**src/rtl/dac_if_pkg.sv**
```systemverilog
package dac_if_pkg;
   typedef enum logic [1:0] {
      MODE_ONE = 2'd0,
      MODE_TWO = 2'd1,
      MODE_SER = 2'd2
   } if_mode_e;

   localparam int unsigned PIN_SEL = 0;
   localparam int unsigned PIN_CK  = 1;
   localparam int unsigned PIN_DIR = 2;
   localparam int unsigned PIN_DAT = 3;
   localparam int unsigned PIN_N   = 4;
endpackage

```
**src/rtl/dac_pin_sync.sv**
```systemverilog
module dac_pin_sync #(
   parameter int unsigned N       = 4,
   parameter int unsigned STAGES  = 2,
   parameter logic [N-1:0] RST_VAL = '0
) (
   input  logic         clk,
   input  logic         rst_n,
   input  logic [N-1:0] pin_i,
   output logic [N-1:0] lvl_o
);
   if (STAGES < 2) begin : g_bad_stages
      $error("dac_pin_sync: STAGES must be at least 2");
   end

   for (genvar b = 0; b < N; b++) begin : g_bit
      logic [STAGES-1:0] chain;
      always_ff @(posedge clk or negedge rst_n) begin
         if (!rst_n) chain <= {STAGES{RST_VAL[b]}};
         else        chain <= {chain[STAGES-2:0], pin_i[b]};
      end
      assign lvl_o[b] = chain[STAGES-1];
   end
endmodule

```
**src/rtl/dac_mode_fsm.sv**
```systemverilog
module dac_mode_fsm
   import dac_if_pkg::*;
(
   input  logic     clk,
   input  logic     rst_n,
   input  logic     sel_lvl_i,
   input  logic     dir_lvl_i,
   output if_mode_e eff_o,
   output if_mode_e mode_o
);
   if_mode_e mode_q;
   if_mode_e eff;

   always_comb begin
      eff = mode_q;
      if (mode_q != MODE_SER && !sel_lvl_i)      eff = MODE_SER;
      else if (mode_q == MODE_ONE && !dir_lvl_i) eff = MODE_TWO;
   end

   always_ff @(posedge clk or negedge rst_n) begin
      if (!rst_n) mode_q <= MODE_ONE;
      else        mode_q <= eff;
   end

   assign eff_o  = eff;
   assign mode_o = mode_q;
endmodule

```
**src/rtl/dac_code_step.sv**
```systemverilog
module dac_code_step
   import dac_if_pkg::*;
#(
   parameter int unsigned CODE_W = 8
) (
   input  logic              clk,
   input  logic              rst_n,
   input  if_mode_e          mode_i,
   input  logic              ck_rise_i,
   input  logic              dir_lvl_i,
   input  logic              load_i,
   input  logic [CODE_W-1:0] load_val_i,
   output logic [CODE_W-1:0] code_o
);
   localparam logic [CODE_W-1:0] MID_CODE = CODE_W'(1) << (CODE_W - 1);
   localparam logic [CODE_W-1:0] TOP_CODE = '1;
   localparam logic [CODE_W-1:0] BOT_CODE = '0;

   logic [CODE_W-1:0] code_q;
   logic              go_up;

   assign go_up = (mode_i == MODE_ONE) || dir_lvl_i;

   always_ff @(posedge clk or negedge rst_n) begin
      if (!rst_n) begin
         code_q <= MID_CODE;
      end else if (load_i) begin
         code_q <= load_val_i;
      end else if (mode_i != MODE_SER && ck_rise_i) begin
         if (go_up) begin
            if (code_q != TOP_CODE) code_q <= code_q + 1'b1;
         end else begin
            if (code_q != BOT_CODE) code_q <= code_q - 1'b1;
         end
      end
   end

   assign code_o = code_q;
endmodule

```
**src/rtl/dac_serial_port.sv**
```systemverilog
module dac_serial_port
   import dac_if_pkg::*;
#(
   parameter int unsigned CODE_W = 8
) (
   input  logic              clk,
   input  logic              rst_n,
   input  if_mode_e          mode_i,
   input  logic              sel_lvl_i,
   input  logic              sel_fall_i,
   input  logic              sel_rise_i,
   input  logic              ck_rise_i,
   input  logic              ck_fall_i,
   input  logic              din_i,
   input  logic [CODE_W-1:0] cur_i,
   output logic              load_o,
   output logic [CODE_W-1:0] load_val_o,
   output logic              dout_o,
   output logic              oe_o
);
   localparam int unsigned CNT_W = $clog2(CODE_W + 2);
   localparam logic [CNT_W-1:0] CNT_FULL = CNT_W'(CODE_W);
   localparam logic [CNT_W-1:0] CNT_CAP  = CNT_W'(CODE_W + 1);

   logic              oe_q;
   logic [CNT_W-1:0]  cnt_q;
   logic [CODE_W-1:0] in_sr;
   logic [CODE_W-1:0] out_sr;
   logic              ser;

   assign ser = (mode_i == MODE_SER);

   always_ff @(posedge clk or negedge rst_n) begin
      if (!rst_n) begin
         oe_q   <= 1'b0;
         cnt_q  <= '0;
         in_sr  <= '0;
         out_sr <= '0;
      end else if (ser) begin
         if (sel_fall_i) begin
            oe_q   <= 1'b1;
            cnt_q  <= '0;
            out_sr <= cur_i;
         end else if (sel_rise_i) begin
            oe_q <= 1'b0;
         end else if (oe_q && !sel_lvl_i) begin
            if (ck_rise_i) begin
               in_sr <= {in_sr[CODE_W-2:0], din_i};
               if (cnt_q != CNT_CAP) cnt_q <= cnt_q + 1'b1;
            end
            if (ck_fall_i) out_sr <= {out_sr[CODE_W-2:0], 1'b0};
         end
      end
   end

   assign load_o     = ser && sel_rise_i && oe_q && (cnt_q == CNT_FULL);
   assign load_val_o = in_sr;
   assign dout_o     = oe_q & out_sr[CODE_W-1];
   assign oe_o       = oe_q;
endmodule

```
**src/rtl/dac_code_autoif.sv**
```systemverilog
module dac_code_autoif
   import dac_if_pkg::*;
#(
   parameter int unsigned CODE_W      = 8,
   parameter int unsigned SYNC_STAGES = 2
) (
   input  logic              clk,
   input  logic              rst_n,
   input  logic              sel_n_i,
   input  logic              sclk_i,
   input  logic              updn_i,
   input  logic              sdi_i,
   output logic              sdo_o,
   output logic              sdo_oe_o,
   output logic [CODE_W-1:0] code_o,
   output logic [1:0]        mode_o
);
   if (CODE_W < 2) begin : g_bad_width
      $error("dac_code_autoif: CODE_W must be at least 2");
   end

   localparam logic [PIN_N-1:0] PIN_IDLE = PIN_N'(4'b0101);

   logic [PIN_N-1:0] raw;
   logic [PIN_N-1:0] lvl;
   logic [1:0]       prev_q;
   logic             sel_fall, sel_rise, ck_rise, ck_fall;
   if_mode_e         eff_mode, cur_mode;
   logic             load;
   logic [CODE_W-1:0] load_val;
   logic [CODE_W-1:0] code;

   assign raw[PIN_SEL] = sel_n_i;
   assign raw[PIN_CK]  = sclk_i;
   assign raw[PIN_DIR] = updn_i;
   assign raw[PIN_DAT] = sdi_i;

   dac_pin_sync #(.N(PIN_N), .STAGES(SYNC_STAGES), .RST_VAL(PIN_IDLE)) u_sync (
      .clk(clk), .rst_n(rst_n), .pin_i(raw), .lvl_o(lvl)
   );

   always_ff @(posedge clk or negedge rst_n) begin
      if (!rst_n) prev_q <= {PIN_IDLE[PIN_CK], PIN_IDLE[PIN_SEL]};
      else        prev_q <= {lvl[PIN_CK], lvl[PIN_SEL]};
   end

   assign sel_fall = prev_q[0] & ~lvl[PIN_SEL];
   assign sel_rise = ~prev_q[0] & lvl[PIN_SEL];
   assign ck_rise  = ~prev_q[1] & lvl[PIN_CK];
   assign ck_fall  = prev_q[1] & ~lvl[PIN_CK];

   dac_mode_fsm u_mode (
      .clk(clk), .rst_n(rst_n),
      .sel_lvl_i(lvl[PIN_SEL]), .dir_lvl_i(lvl[PIN_DIR]),
      .eff_o(eff_mode), .mode_o(cur_mode)
   );

   dac_serial_port #(.CODE_W(CODE_W)) u_ser (
      .clk(clk), .rst_n(rst_n), .mode_i(eff_mode),
      .sel_lvl_i(lvl[PIN_SEL]), .sel_fall_i(sel_fall), .sel_rise_i(sel_rise),
      .ck_rise_i(ck_rise), .ck_fall_i(ck_fall), .din_i(lvl[PIN_DAT]),
      .cur_i(code), .load_o(load), .load_val_o(load_val),
      .dout_o(sdo_o), .oe_o(sdo_oe_o)
   );

   dac_code_step #(.CODE_W(CODE_W)) u_code (
      .clk(clk), .rst_n(rst_n), .mode_i(eff_mode),
      .ck_rise_i(ck_rise), .dir_lvl_i(lvl[PIN_DIR]),
      .load_i(load), .load_val_i(load_val), .code_o(code)
   );

   assign code_o = code;
   assign mode_o = cur_mode;
endmodule

```
**config.mk**
```make
export PLATFORM = sky130hd
export DESIGN_NAME = dac_code_autoif
export DESIGN_NICKNAME = d
export VERILOG_FILES = /design/src/rtl/dac_if_pkg.sv /design/src/rtl/dac_pin_sync.sv /design/src/rtl/dac_mode_fsm.sv /design/src/rtl/dac_code_step.sv /design/src/rtl/dac_serial_port.sv /design/src/rtl/dac_code_autoif.sv
export SDC_FILE = /design/constraint.sdc
export NUM_CORES = 1
export LEC_CHECK = 0
export BUFFER_PORTS_ARGS = -buffer_cell sky130_fd_sc_hd__buf_4
export CORE_ASPECT_RATIO = 1.75
export CORE_MARGIN = 8
export CORE_UTILIZATION = 59
export CTS_CLUSTER_DIAMETER = 200
export DETAILED_ROUTE_END_ITERATION = 6
export PLACE_DENSITY_LB_ADDON = 0.3
export SETUP_SLACK_MARGIN = 0.2
export SLEW_MARGIN = 30
export SYNTH_ARGS = -nofsm -noshare
export SYNTH_HDL_FRONTEND = slang
export SYNTH_SLANG_ARGS = --single-unit
```
**constraint.sdc**
```tcl
create_clock -name clk -period 2.85 [get_ports clk]
set_clock_uncertainty 0.15 [all_clocks]
set_input_delay 0.4275 -clock clk [delete_from_list [all_inputs] [get_ports clk]]
set_output_delay 0.4275 -clock clk [all_outputs]
set_load 0.005 [all_outputs]
```
# Word level (Yosys, flattened, before mapping)

Index checks and enable logic that the tools add are counted.

Bits in registers: 41
Word-level logic and storage cells: 76

Add/subtract/negate cells: 3
Equality and inequality tests: 8
Muxes and demuxes: 18
Bitwise logic cells: 11
Reductions and logical operators: 25

Operator list:

| operator            | count |
|---|---|
| $mux 8              | 9 |
| $mux 4              | 5 |
| $reduce_bool 2->1   | 6 |
| $reduce_and 5->1    | 2 |
| $add 8x1->8 const B | 1 |
| $ne 8x8->1 const B  | 1 |
| $reduce_bool 8->1   | 1 |
| $sub 8x1->8 const B | 1 |
| $logic_and 1x1->1   | 7 |
| $ne 2x2->1 const B  | 3 |
| $not 1->1           | 6 |
| $and 1x1->1         | 5 |
| $add 4x1->4 const B | 1 |
| $eq 4x4->1 const B  | 1 |
| $logic_not 2->1     | 2 |
| $mux 2              | 2 |
| $ne 4x4->1 const B  | 1 |
| $reduce_and 4->1    | 1 |
| $ne 3x3->1 const B  | 1 |
| $reduce_and 3->1    | 1 |
| $reduce_bool 3->1   | 1 |
| $eq 2x2->1 const B  | 1 |
| $logic_not 1->1     | 2 |
| $mux 1              | 2 |
| other kinds (2)     | 2 |

# Logic depth before layout (Yosys ltp)

Depth in word-level cells: 10
Gate-level depth with buffers: 7
Mapped depth without buffers: 7

# By module

From an unflattened synthesis, not the netlist that was laid out.

Cells, all modules: 181
Area total of the unflattened synthesis: 2170.8 um2

By module, submodules not included:

| module          | times used | cells an instance | area each (um2) | seq. area each (um2) |
|---|---|---|---|---|
| dac_serial_port | 1          | 81                | 1062.3          | 525.5 |
| dac_code_step   | 1          | 77                | 719.4           | 201.4 |
| dac_pin_sync    | 1          | 12                | 235.2           | 205.2 |
| dac_code_autoif | 1          | 6                 | 86.3            | 51.3 |
| dac_mode_fsm    | 1          | 5                 | 67.6            | 50.0 |

# Worst setup path before layout

Ideal clock, no wire load.

Kind: flip-flop to flip-flop
From: reg u_sync.g_bit[2].chain[1]
To: reg u_code.code_q[6], in the netlist u_code.code_o[6]
Setup time: 0.076 ns
Arrival time: 1.984 ns
Path slack: 0.640 ns
Stages on the path, launching flop included: 8
Path buffers: 0
Period minus slack after synthesis: 2.210 ns
Cell sequence: dfstp_2 > inv_2 > ha_1 > and2b_1 > o31a_1 > or4_1 > and3_1 > o21ai_1

Longest elaborated chain between the ends: 10

RTL lines:

| item                                                      | RTL line              | source |
|---|---|---|
| start: declaration                                        | dac_pin_sync.sv:16    | `logic [STAGES-1:0] chain;` |
| start signal: assignment                                  | dac_pin_sync.sv:18    | `if (!rst_n) chain <= {STAGES{RST_VAL[b]}};` |
| start signal: assignment                                  | dac_pin_sync.sv:19    | `else chain <= {chain[STAGES-2:0], pin_i[b]};` |
| $logic_not 1->1                                           | dac_mode_fsm.sv:17    | `else if (mode_q == MODE_ONE && !dir_lvl_i) eff = MODE_TWO;` |
| $logic_and 1x1->1                                         | dac_mode_fsm.sv:17    |  |
| $mux 2                                                    | dac_mode_fsm.sv:17    |  |
| $mux 2                                                    | dac_mode_fsm.sv:16    | `if (mode_q != MODE_SER && !sel_lvl_i) eff = MODE_SER;` |
| $eq 2x2->1                                                | dac_serial_port.sv:31 | `assign ser = (mode_i == MODE_SER);` |
| $logic_and 1x1->1 (3 in a row)                            | dac_serial_port.sv:56 | `assign load_o = ser && sel_rise_i && oe_q && (cnt_q == CNT_FULL);` |
| $ne 3x3->1 (no source line), or another cell as far along | -                     |  |
| $reduce_and 3->1 (no source line)                         | -                     |  |
| end signal: assignment                                    | dac_code_step.sv:28   | `code_q <= load_val_i;` |
| end signal: assignment                                    | dac_code_step.sv:31   | `if (code_q != TOP_CODE) code_q <= code_q + 1'b1;` |
| end signal: assignment                                    | dac_code_step.sv:33   | `if (code_q != BOT_CODE) code_q <= code_q - 1'b1;` |
| end: declaration                                          | dac_code_step.sv:19   | `logic [CODE_W-1:0] code_q;` |

Several ways; a longest one is shown, not always the timed one. The select of a mux whose other input is x is not followed.
A chain may end at the register's enable or synchronous reset.

# Worst setup path after layout

Ends and elaborated chain as after synthesis.

==> results.sh <==
export IMPL_drt_pre_antenna_iters=4
export IMPL_p_leak_nw=1.072
export IMPL_netlist_area_mm2=0.002121
export IMPL_antennaDiodeCount=0
export IMPL_p_int_uw=860.0
export IMPL_drtAntennaViolNets=0
export IMPL_ys_types=50
export IMPL_cp_num_cells=7
export IMPL_layout_common_cells="dfrtp_1, buf_4, nor2_1, a21oi_1, ha_1"
export IMPL_async_flop_share_pct=100.0
export IMPL_worstPathRequired_ns=2.93
export IMPL_synth_top_cell_area_share_pct=41.30
export IMPL_numCtsBuffers=5
export IMPL_critPathLaunchType="flop"
export IMPL_wire_per_inst_um=17.77
export IMPL_endpoint_kind="flop"
export IMPL_final_common_cell="dfrtp_1"
export IMPL_core_area_mm2=0.003520
export IMPL_outcome="completed"
export IMPL_r2r_end="u_code.code_o[6]"
export IMPL_num_rows=29
export IMPL_routed_wl_um=4443
export IMPL_drive_gt1_share_pct=24.02
export IMPL_overflow=0
export IMPL_avgSynthCellArea_um2=11.59
export IMPL_maxSlewViolCount=0
export IMPL_critPathTopFamily="simple AND/OR/NAND/NOR gates"
export IMPL_cts_max_level=2
export IMPL_ys_warnings_count=0
export IMPL_rsz0062_at_grt="no"
export IMPL_place_gp_congestion=0.8943
export IMPL_vias=1484
export IMPL_dieArea_mm2=0.005844
export IMPL_route_detailed_drc=0
export IMPL_ios=18
export IMPL_power_frac_seq_pct=56.4
export IMPL_cp_arrival_ns=2.48
export IMPL_synth_edf_count=0
export IMPL_finalCritPeriodShare_pct=84.47
export IMPL_numPortBuffers=17
export IMPL_rr_startpoint="u_sync.g_bit[2].chain[1]"
export IMPL_path_max_fanout=8
export IMPL_syn_nets=202
export IMPL_switching_share_pct=26.47
export IMPL_die_w_um=61.32
export IMPL_ys_seq_area_share_pct=48.73
export IMPL_finalHoldViolCount=0
export IMPL_hold_path_class="input pin to flop"
export IMPL_initial_core_util_pct=60.26
export IMPL_setup_viol=0
export IMPL_clock_sinks=41
export IMPL_cp_cell_sequence="inv_2 -> ha_1 -> and2b_1 -> o31a_1 -> or4_1 -> and3_1 -> o21ai_1"
export IMPL_r2r_slack_ns=0.44
export IMPL_power_switching_uw=309.6
export IMPL_synth_cells=183
export IMPL_slew_headroom_pct=63.36
export IMPL_cp_slowest_cell="dfstp_2"
export IMPL_die_y_um=95.31
export IMPL_period_needed_ns=2.407
export IMPL_tightest_slew_ns=0.5479
export IMPL_tns_ns=0
export IMPL_reg2reg_depth=7
export IMPL_hp_start="updn_i"
export IMPL_place_detailed_hpwl_um=3274
export IMPL_fmaxAchievable_mhz=415.4
export IMPL_ir_drop_mv=0.3744
export IMPL_clock_latency_ns=0.29
export IMPL_clkTransAtPathRegs_ns=0.09
export IMPL_grtUsageTotal_pct=16.89
export IMPL_synth_area_leader_cell="dfrtp_1"
export IMPL_critPathKind="flop to flop"
export IMPL_postSynthRegisterBits=41
export IMPL_dp_cells=241
export IMPL_instances_no_fill=250
export IMPL_grt_pass1_vias=1559
export IMPL_cts_tree="built"
export IMPL_synth_area_top_cells="dfrtp_1, dfstp_2, ha_1"
export IMPL_final_nets=222
export IMPL_critPathMaxStageDelay_ns=0.59
export IMPL_cts_root_buffer="clkbuf_8"
export IMPL_maxCapViolations=0
export IMPL_drt_iter0_markers=55
export IMPL_antenna_found_initial=0
export IMPL_synth_flop_cell="dfrtp_1"
export IMPL_path_buf_inv=1
export IMPL_min_to="u_sync.g_bit[2].chain[0]"
export IMPL_power_frac_comb_pct=9.9
export IMPL_clockPowerShare_pct=33.7
export IMPL_grt_max_degree=42
export IMPL_whs_path_depth=1
export IMPL_post_cts_setup_buffers=0
export IMPL_grt_pass1_wl_um=7258
export IMPL_power_density_mw_per_mm2=491.5
export IMPL_clk_path_buf_depth=2
export IMPL_syn_to_final_growth_pct=12.21
export IMPL_vias_per_cell=5.936
## how the worst max path moves through the flow
stage | from | end
floorplan | u_sync.g_bit[2].chain[1] | u_code.code_o[6]
global placement | u_sync.g_bit[2].chain[1] | u_code.code_o[6]
detailed placement | u_sync.g_bit[2].chain[1] | u_code.code_o[6]
CTS | u_sync.g_bit[2].chain[1] | u_code.code_o[6]
global route | u_sync.g_bit[2].chain[1] | u_code.code_o[6]
finish | u_sync.g_bit[2].chain[1] | u_code.code_o[6]
## synthesized netlist by cell type (2+ instances only)
| library cell | instances |
|---|---|
| a21o_1 | 2 |
| nor3_1 | 3 |
| mux2_2 | 9 |
| dfstp_2 | 6 |
| and3_1 | 2 |
| o21ai_1 | 2 |
| xnor2_1 | 2 |
| dfrtp_1 | 35 |
| inv_1 | 10 |
| nand4_1 | 3 |
| ha_1 | 12 |
| nand2_1 | 7 |
| o211ai_1 | 2 |
| nand2b_1 | 2 |
| o21a_1 | 3 |
| o31ai_1 | 2 |
| a211oi_1 | 2 |
| mux2i_1 | 7 |
| o21ai_0 | 2 |
| a21oi_1 | 15 |
| buf_2 | 2 |
| nor2_1 | 15 |
| and2_1 | 3 |
| nand3_1 | 3 |
| a221o_1 | 4 |
| xor2_1 | 4 |
## per-layer routing
layer	vias to the layer above	GRT usage [%]	routed length (um)
li1	695	-	-
met1	728	18.53	1697
met2	40	27.89	2381
met3	21	2.838	149
met4	0	12.33	214
met5	-	0	0
## kinds of logic (layout without fill, tap and decap cells)
logic type                 count (synthesis)  in the layout  synth area share [%]
xor gates and xnor gates                   6              6                 2.478
and+or+nand+nor                           51             51                 14.63
AOI/OAI and AO/OA                         40             40                 14.69
DFF                                       41             41                 48.73
adders and majority gates                 13             13                 8.023
buffers and inverters                     16             37                 3.363
muxes                                     16             16                 8.083
## through the flow
step	hold WS, ns	instance area [um2]	util (%)	power (mW)	setup slack (ns)
floorplan	-0.01809	2121	-	0.7416	0.6401
global placement	0.1823	2276	64.66	0.7768	0.5787
detailed placement	0.1879	2276	64.66	0.7865	0.4917
CTS	0.07578	2380	67.61	1.183	0.4710
global route	0.07034	2380	67.61	1.226	0.3883
finish	0.08259	2380	67.61	1.170	0.4426
## cell type report
class                           count  area [um2]
Fill cell                         274        1140
Sequential cell                    41        1033
Multi-Input combinational cell    126        1016
Timing Repair Buffer               18       137.6
Clock buffer                        5       68.82
Tap cell                           46       57.56
Inverter                           11       41.29
Clock inverter                      3       25.02
## flip-flops by register name, summed over array words and instances (netlist names)
| signal | cells |
|---|---|
| u_code.code_o | 8 |
| u_ser.load_val_o | 8 |
| u_ser.out_sr | 8 |
| u_sync.g_bit.chain | 8 |
| u_ser.cnt_q | 4 |
| prev_q | 2 |
| u_mode.mode_o | 2 |
| u_ser.oe_o | 1 |
## power groups by stage
stage / Sequential (mW) / Clock [mW] / Combinational, mW
CTS: 0.660 / 0.406 / 0.117
global route: 0.666 / 0.429 / 0.130
floorplan: 0.658 / 0 / 0.0832
detailed placement: 0.671 / 0 / 0.115
finish: 0.660 / 0.394 / 0.116
global placement: 0.668 / 0 / 0.109
## what timing repair did
action                    in CTS  in global routing
hold buffers                   1                  0
hold endpoints to repair      35                  0
gates resized for setup        0                  0
Power figures use the tool's default switching activity.
